[src/rtl/cascade_delay_counter.sv]
module cascade_delay_counter #(
  parameter int PRE_W      = 2,
  parameter int MID_W      = 4,
  parameter int STG_W      = 16,
  parameter int DIV_W      = 15,
  parameter int RELOAD_CYC = 66
) (
  input  logic               clk,
  input  logic               rst_n,
  input  logic               trig,
  input  logic               reload_req,
  input  logic [1:0]         mode_sel,
  input  logic [2*STG_W-1:0] dly_word,
  output logic               done,
  output logic               busy
);
  localparam int RC_W = $clog2(RELOAD_CYC + 1);

  typedef enum logic [1:0] {S_IDLE, S_COUNT, S_RELOAD} st_t;

  st_t              st_q;
  logic [RC_W-1:0]  rcnt_q;
  logic [PRE_W-1:0] pre_q;
  logic [MID_W-1:0] mid_q;
  logic [DIV_W-1:0] div_q;
  logic [STG_W-1:0] hi_q, lo_q;
  logic [1:0]       mode_q;
  logic             s1_q, s2_q;

  wire counting = (st_q == S_COUNT);
  wire is_med   = (mode_q == 2'b01);
  wire is_long  = (mode_q == 2'b10);
  wire tick4    = counting & (&pre_q);
  wire tick64   = tick4 & (&mid_q);
  wire div_puls = tick64 & is_long & (&div_q);
  wire hi_zero  = (hi_q == '0);
  wire lo_zero  = (lo_q == '0);
  wire lo_en    = tick64 & !lo_zero & (is_med | (is_long & hi_zero));
  wire sdone    = is_med ? lo_zero : is_long ? (hi_zero & lo_zero) : 1'b1;

  assign done = counting & s2_q;
  assign busy = (st_q != S_IDLE);

  always_ff @(posedge clk or negedge rst_n) begin
    if (!rst_n) begin
      st_q   <= S_RELOAD;
      rcnt_q <= '0;
      pre_q  <= '0;
      mid_q  <= '0;
      div_q  <= '0;
      hi_q   <= '0;
      lo_q   <= '0;
      mode_q <= 2'b00;
      s1_q   <= 1'b0;
      s2_q   <= 1'b0;
    end else begin
      case (st_q)
        S_IDLE: begin
          if (reload_req) begin
            st_q   <= S_RELOAD;
            rcnt_q <= '0;
          end else if (trig) begin
            st_q <= S_COUNT;
          end
        end
        S_COUNT: begin
          if (s2_q) begin
            st_q   <= S_RELOAD;
            rcnt_q <= '0;
          end else begin
            pre_q <= pre_q + 1'b1;
            if (tick4) begin
              mid_q <= mid_q + 1'b1;
              s2_q  <= s1_q;
            end
            if (tick64) begin
              s1_q <= s1_q | sdone;
              if (is_long) div_q <= div_q + 1'b1;
            end
            if (div_puls && !hi_zero) hi_q <= hi_q - 1'b1;
            if (lo_en) lo_q <= lo_q - 1'b1;
          end
        end
        default: begin
          pre_q  <= '0;
          mid_q  <= '0;
          div_q  <= '0;
          s1_q   <= 1'b0;
          s2_q   <= 1'b0;
          mode_q <= mode_sel;
          hi_q   <= dly_word[2*STG_W-1:STG_W];
          lo_q   <= (mode_sel == 2'b01) ? {1'b0, dly_word[STG_W-2:0]} : dly_word[STG_W-1:0];
          if (rcnt_q == RC_W'(RELOAD_CYC - 1)) st_q <= S_IDLE;
          else rcnt_q <= rcnt_q + 1'b1;
        end
      endcase
    end
  end
endmodule


[config.mk]
export PLATFORM = sky130hd
export DESIGN_NAME = cascade_delay_counter
export DESIGN_NICKNAME = d
export VERILOG_FILES = /design/src/rtl/cascade_delay_counter.sv
export SDC_FILE = /design/constraint.sdc
export NUM_CORES = 1
export LEC_CHECK = 0
export BUFFER_PORTS_ARGS = -buffer_cell sky130_fd_sc_hd__buf_2
export CAP_MARGIN = 20
export CORE_ASPECT_RATIO = 0.7
export CORE_UTILIZATION = 60
export CTS_BUF_LIST = sky130_fd_sc_hd__clkbuf_4 sky130_fd_sc_hd__clkbuf_8 sky130_fd_sc_hd__clkbuf_16
export CTS_CLUSTER_DIAMETER = 40
export DETAILED_ROUTE_END_ITERATION = 16
export HOLD_SLACK_MARGIN = 0.03
export PLACE_DENSITY_LB_ADDON = 0.08
export SYNTH_ARGS = -nofsm -noshare
export SYNTH_HDL_FRONTEND = slang
export SYNTH_SLANG_ARGS = --single-unit
[constraint.sdc]
create_clock -name clk -period 4.55 [get_ports clk]
set_clock_uncertainty 0.1 [all_clocks]
set_input_delay 0.6825 -clock clk [delete_from_list [all_inputs] [get_ports clk]]
set_output_delay 0.6825 -clock clk [all_outputs]
set_load 0.03 [all_outputs]
==> results of run 1 <==
## state kept, by name (all words and copies together), names as in the netlist
name,cells
hi_q,16
s1_q,1
mid_q,4
mode_q,2
rcnt_q,7
div_q,15
pre_q,2
st_q,2
lo_q,16
s2_q,1
## final timing paths
path / startpoint / endpoint / slack, ns / cells past startpoint
max in group asynchronous: rst_n / hi_q[0] / 3.15 / 2
hold reg to reg: s1_q / s1_q / 0.42 / 2
setup reg to reg: div_q[0] / hi_q[7] / 1.73 / 8
setup / recovery: st_q[1] / done / 1.62 / 5
hold / removal: rst_n / lo_q[7] / 0.24 / 1
min in group clk: s1_q / s1_q / 0.42 / 2
## synthesized netlist by cell type, types with 4 or more instances
master / number / share of area
nor4_1: 4 / 0.0065
o31ai_1: 7 / 0.014
or3_1: 11 / 0.018
a32o_1: 5 / 0.013
and3_1: 6 / 0.0098
xor2_1: 17 / 0.039
nor2_1: 51 / 0.050
inv_1: 10 / 0.0098
a31oi_1: 4 / 0.0065
o32ai_1: 5 / 0.011
nand3_1: 19 / 0.025
clkbuf_1: 12 / 0.012
nor3_1: 6 / 0.0078
nand2_1: 59 / 0.058
nand4_1: 13 / 0.021
mux2i_1: 5 / 0.013
ha_1: 9 / 0.029
o21ai_0: 26 / 0.034
nand2b_1: 5 / 0.0081
xnor2_1: 5 / 0.011
a21oi_1: 25 / 0.033
dfrtp_1: 65 / 0.42
## cells by family (layout without fill, tap and decap cells)
logic type                 count (synthesis)  in the layout  synth area share
DFF                                       66             66            0.4296
and+or+nand+nor                          196            196            0.2517
adders and majority gates                  9              9           0.02927
xor gates and xnor gates                  22             22           0.05008
buffers and inverters                     32             72           0.03609
AOI/OAI and AO/OA                        103            103            0.1844
muxes                                      7              7           0.01886
## critical path, delay by kind of cell (launching register included)
| family | cells | cell delay (ns) |
|---|---|---|
| flip-flops | 1 | 0.67 |
| AND/OR/NAND/NOR | 2 | 0.27 |
| buffers and inverters | 3 | 0.84 |
## routing by layer
metal,track usage,part of all wire,vias up
met1,0.3862,0.46,1635
met4,0.1061,0.013,0
met2,0.4681,0.44,131
met5,0,0,-
li1,-,-,1641
met3,0.06653,0.079,14
## final cells by class
cell class | count | area share
multi-input combinational | 337 | 0.4825
sequential | 66 | 0.3875
timing repair buffer | 45 | 0.05632
clock buffer | 10 | 0.03227
tap | 75 | 0.02200
clock inverter | 6 | 0.009680
inverter | 11 | 0.009680
## stage by stage
| stage | instances | power [mW] | util | hold WS (ns) |
|---|---|---|---|---|
| 2_1_floorplan | 435 | 0.6652 | - | 0.2869 |
| 3_3_place_gp | 534 | 0.7036 | 0.6860 | 0.3987 |
| 3_5_place_dp | 534 | 0.7056 | 0.6860 | 0.4090 |
| 4_1_cts | 550 | 1.154 | 0.7160 | 0.2620 |
| 5_1_grt | 550 | 1.190 | 0.7160 | 0.2829 |
| 6_report | 550 | 1.148 | 0.7160 | 0.2448 |
## power by group
part	leakage, nW	switching (mW)	internal (mW)	total [mW]
sequential	0.817	0.0188	0.602	0.621
clock	0.0847	0.241	0.212	0.453
combinational	0.895	0.0395	0.0345	0.0740
==> reports/metrics.csv, run 1 <==
metric,value,unit
outcome,"finished, violations left",
violations,design-rule violations,
grt_util_all_layers,0.2886,
cap_viol_max_count,0,
finalInstanceArea,0.004265,mm2
ant_nets,0,
final_cell_mix,"65 x dfrtp_1, 59 x nand2_1, 51 x nor2_1",
hold_class,primary input to asynchronous set/reset pin,
crit_slowest_cell,dfstp_2,
overflow,0,
slew_headroom,0.3882,
root_buffer,clkbuf_8,
slowest_delay,0.67,ns
grt_pass1_vias,3168,
nets,517,
setup_tns,0,ns
syn-cell-area,0.003847,mm2
synth_cell_types,62,
layout_setup_ws,1.625,ns
place_area,0.004086,mm2
seq_area,0.001653,mm2
htreeDepth,3,
leakagePower,1.797,nW
drc_errors,4,
clockBufferDepth,2,
gp_congestion,0.8619,
cts_sinks,66,
drive_above_1_share,0.1621,
cts-resized-gates,0,
min_period,2.925,ns
rsz0062_at_grt,false,
antennaDiodeCount,0,
initial_core_util,0.6459,
synth-seq-cells,66,
end_kind,primary output,
dp_slack,1.831,ns
cts_buffers,9,
crit_path_cell_trace,buf_4 > nor2b_2 > buf_4 > and2_1 > buf_2,
rows,23,
avgRoutedWirePerCell,16.10,um
multi_input_area,0.002058,mm2
worst_pin_slew,0.9154,ns
first_iter_violations,231,
synthCells,435,
peakVddDrop,0.2323,mV
via_per_inst,6.220,
layout_commonest_cell,dfrtp_1,
period_share,0.6430,
ys_seq_area_frac,0.4296,
grt_pass1_wl,14.99,mm
avgSynthCellArea,8.845,um2
finalHoldViolations,0,
nFillCells,470,
synth_nets,482,
slew_violations,0,
synthArstFlopShare,1.000,
fmax,0.3418,GHz
die_w,97.71,um
grt_max_degree,38,
syn_to_final_growth,10.86,%
clk_pin_slew,0.08,ns
ctsHoldBuffers,0,
wl,8.856,mm
yosys_most_used_dff,dfrtp_1,
required,3.77,ns
dp_hpwl,6.094,mm
cpMostUsedCell,buf_4,
p_per_area,269.1,mW/mm2
arrival,2.14,ns
insertion_delay,0.35,ns
cts_tree,yes,
worstPathMaxFanout,37,
via_count,3421,
setup_viol,0,
antenna_found_initial,0,
io_buffers,39,
crit_type,flip-flop to primary output,
crit_path_start_kind,flip-flop,
io-pin-count,40,
cts_setup_buffers,0,
core_area,0.005957,mm2
die_y,69.00,um
synth-warning-count,0,
synth_edf_count,0,
dr.pass1.iters,11,
dieArea,0.006742,mm2
Note: power is estimated with default switching activity, not from simulation.
==> inputs of run 2 (changes only) <==
--- a/config.mk
+++ b/config.mk
@@ -5,6 +5,7 @@
 export SDC_FILE = /design/constraint.sdc
 export NUM_CORES = 1
 export LEC_CHECK = 0
+export ABC_AREA = 1
 export BUFFER_PORTS_ARGS = -buffer_cell sky130_fd_sc_hd__buf_2
 export CAP_MARGIN = 20
 export CORE_ASPECT_RATIO = 0.7
==> constraint.sdc (replaced) <==
create_clock -name clk -period 2.9 [get_ports clk]
set_clock_uncertainty 0.1 [all_clocks]
set_input_delay 0.435 -clock clk [delete_from_list [all_inputs] [get_ports clk]]
set_output_delay 0.435 -clock clk [all_outputs]
set_load 0.03 [all_outputs]
==> reports/metrics.csv, run 2 <==
metric,value,unit,change
synth_top_area_share,0.3682,,-0.05460
crit_type,flip-flop to flip-flop,,
finalCoreUtilization,0.7000,,-0.01603
critPathLaunch,div_q[0],,
clk_pin_slew,0.07,ns,about the same
grt_max_degree,37,,-2.6%
cts_tree,yes,,
slowest_delay,0.54,ns,-0.13 ns
peakVddDrop,0.5028,mV,+120%
ys_seq_area_frac,0.3741,,-0.05548
synth_top_area_cell,dfrtp_1,,
synth_area_leaders,"dfrtp_1 37%, nand2_1 21%, nand3_1 8.9%, nor2_1 6.2%, inv_1 4.7%",,
ant_nets,0,,unchanged
grt_pass1_vias,4032,,+27%
r2r-start,div_q[0],,
io_buffers,39,,unchanged
gp_congestion,0.8664,,+0.52%
setup_tns,0,ns,unchanged
crit_slowest_cell,o21ai_2,,
clockBufferDepth,2,,unchanged
initial_core_util,0.6362,,-0.009657
avgSynthCellArea,6.624,um2,-25%
via_count,4342,,+27%
die_w,104.6,um,+7.0%
yosys_most_used_dff,dfrtp_1,,
synthCells,667,,+53%
grt_pass1_wl,18.51,mm,+23%
nets,752,,+45%
layout_commonest_cell,nand2_1,,
end_kind,flip-flop,,
avgRoutedWirePerCell,13.04,um,-19%
cts_sinks,66,,unchanged
dr.pass1.iters,5,,-6
finalHoldViolations,0,,unchanged
worst-path-buf-inv,0,,-3
fin_cells,804,,+46%
synth_edf_count,0,,unchanged
io-pin-count,40,,unchanged
required,3.09,ns,-0.68 ns
drc_errors,0,,-4
rsz0062_at_grt,false,,
syn_to_final_growth,10.03,%,
synth_cell_types,33,,-47%
cts-resized-gates,0,,unchanged
p_per_area,873.2,mW/mm2,+220%
synth-seq-cells,66,,unchanged
via_per_inst,5.400,,-13%
worstPathMaxFanout,16,,-57%
drive_above_1_share,0.1239,,-0.03816
first_iter_violations,249,,+7.8%
layout_setup_ws,0.6384,ns,-0.9861 ns
slew_headroom,0.5541,,+0.1659
leakagePower,2.492,nW,+39%
htreeDepth,3,,unchanged
dpl.cell_count,787,,+47%
die_y,73.80,um,+7.0%
synth_nets,714,,+48%
setup_viol,0,,unchanged
cap_viol_max_count,0,,unchanged
period_share,0.7798,,
yosys-top-cells-count,"253 x nand2_1, 79 x nand3_1, 73 x nor2_1, 65 x dfrtp_1, 55 x inv_1",,
outcome,"complete, no violations",,
insertion_delay,0.36,ns,about the same
worst_pin_slew,0.6688,ns,-0.2467 ns
rows,25,,+8.7%
overflow,0,,unchanged
ctsHoldBuffers,1,,+1
synth-warning-count,0,,unchanged
min_period,2.262,ns,
antennaDiodeCount,0,,unchanged
cpMostUsedCell,nand2_1,,
fmax,0.4422,GHz,
cts_setup_buffers,0,,unchanged
cts_buffers,9,,unchanged
dp_slack,0.6923,ns,-1.139 ns
syn-cell-area,0.004418,mm2,+15%
root_buffer,clkbuf_8,,
holdCritStartpoint,mode_sel[0],,
crit_path_cell_trace,ha_1 > nand2_2 > nor2_4 > nand2_1 > nor2_4 > nand2_1 > o21ai_2 > nand2_1 > nand2_1,,
hold_class,primary input to flip-flop,,
grt_util_all_layers,0.3052,,+0.01659
cp_top_family,simple AND/OR/NAND/NOR gates,,
crit_path_start_kind,flip-flop,,
slew_violations,0,,unchanged
synthArstFlopShare,1.000,,unchanged
antenna_found_initial,0,,unchanged
dp_hpwl,7.497,mm,+23%
synth_most_common_cell,nand2_1,,
reg_top3,"hi_q x16, lo_q x16, div_q x15",,
arrival,2.46,ns,+0.32 ns
timing.hold.ws,0.2329,ns,-0.01192 ns
wl,10.49,mm,+18%
core_area,0.006944,mm2,+17%
final_cell_mix,"253 x nand2_1, 79 x nand3_1, 73 x nor2_1",,
dieArea,0.007716,mm2,+14%
-- run 2: cell count changes in the layout (fill, tap and decap cells not counted), sizes merged, moves of 6 or more --
cell and delta:
nand2 +200, nand3 +61, inv +48, nor2 +27
xor2 -14, a21oi -13, or3 -11, o31ai -6
o32ai -6
-- run 2: report_power, final --
part | switching, mW | internal, mW | leakage [nW] | total [mW]
Combinational | 1.31 | 0.655 | 1.54 | 1.96
Sequential | 0.324 | 1.22 | 0.850 | 1.54
Clock | 0.356 | 0.385 | 0.0969 | 0.740
-- run 2: path summary, 6_finish.rpt --
path | end | slack (ns) | cells after the start
setup / recovery | hi_q[13] | 0.64 | 9
hold / removal | mode_q[0] | 0.23 | 3
setup reg to reg | hi_q[13] | 0.64 | 9
hold reg to reg | mid_q[1] | 0.41 | 2
max in group asynchronous | st_q[1] | 1.49 | 3
min in group asynchronous | hi_q[1] | 0.42 | 2
-- run 2: worst min-delay path: cells and delay by family --
family,cells,cell delay (ns)
buf+inv,1,0.11
compound gates,1,0.06
simple gates,1,0.05
-- run 2: metal layers --
| layer | GRT usage | routed length, um | share of wire |
|---|---|---|---|
| met2 | 0.4834 | 4578 | 0.44 |
| met4 | 0.1000 | 124 | 0.012 |
| met1 | 0.4227 | 5170 | 0.49 |
| met3 | 0.06211 | 611 | 0.058 |
| met5 | 0 | 0 | 0 |
-- run 2: cell families after synthesis --
logic type,share of synthesized area
and+or+nand+nor,0.4435
AOI/OAI and AO/OA,0.06401
buffers and inverters,0.07703
adders and majority gates,0.02549
xor gates and xnor gates,0.01586
DFF,0.3741
-- run 2: per-stage QoR --
| stage | area, um2 | total power, mW |
|---|---|---|
| after floorplan | 4418 | 3.040 |
| after global placement | 4664 | 3.401 |
| after detailed placement | 4664 | 3.489 |
| after CTS | 4861 | 4.241 |
| after global routing | 4861 | 4.634 |
| final | 4861 | 4.244 |
-- run 2: final cells by class --
type	count	area, um2
fillers	627	2083
clock inverters	2	12.51
well taps	94	117.6
clock buffers	14	173.9
inverters	59	221.5
repair buffers	47	257.7
flip-flops and latches	66	1653
multi-input cells	522	2425
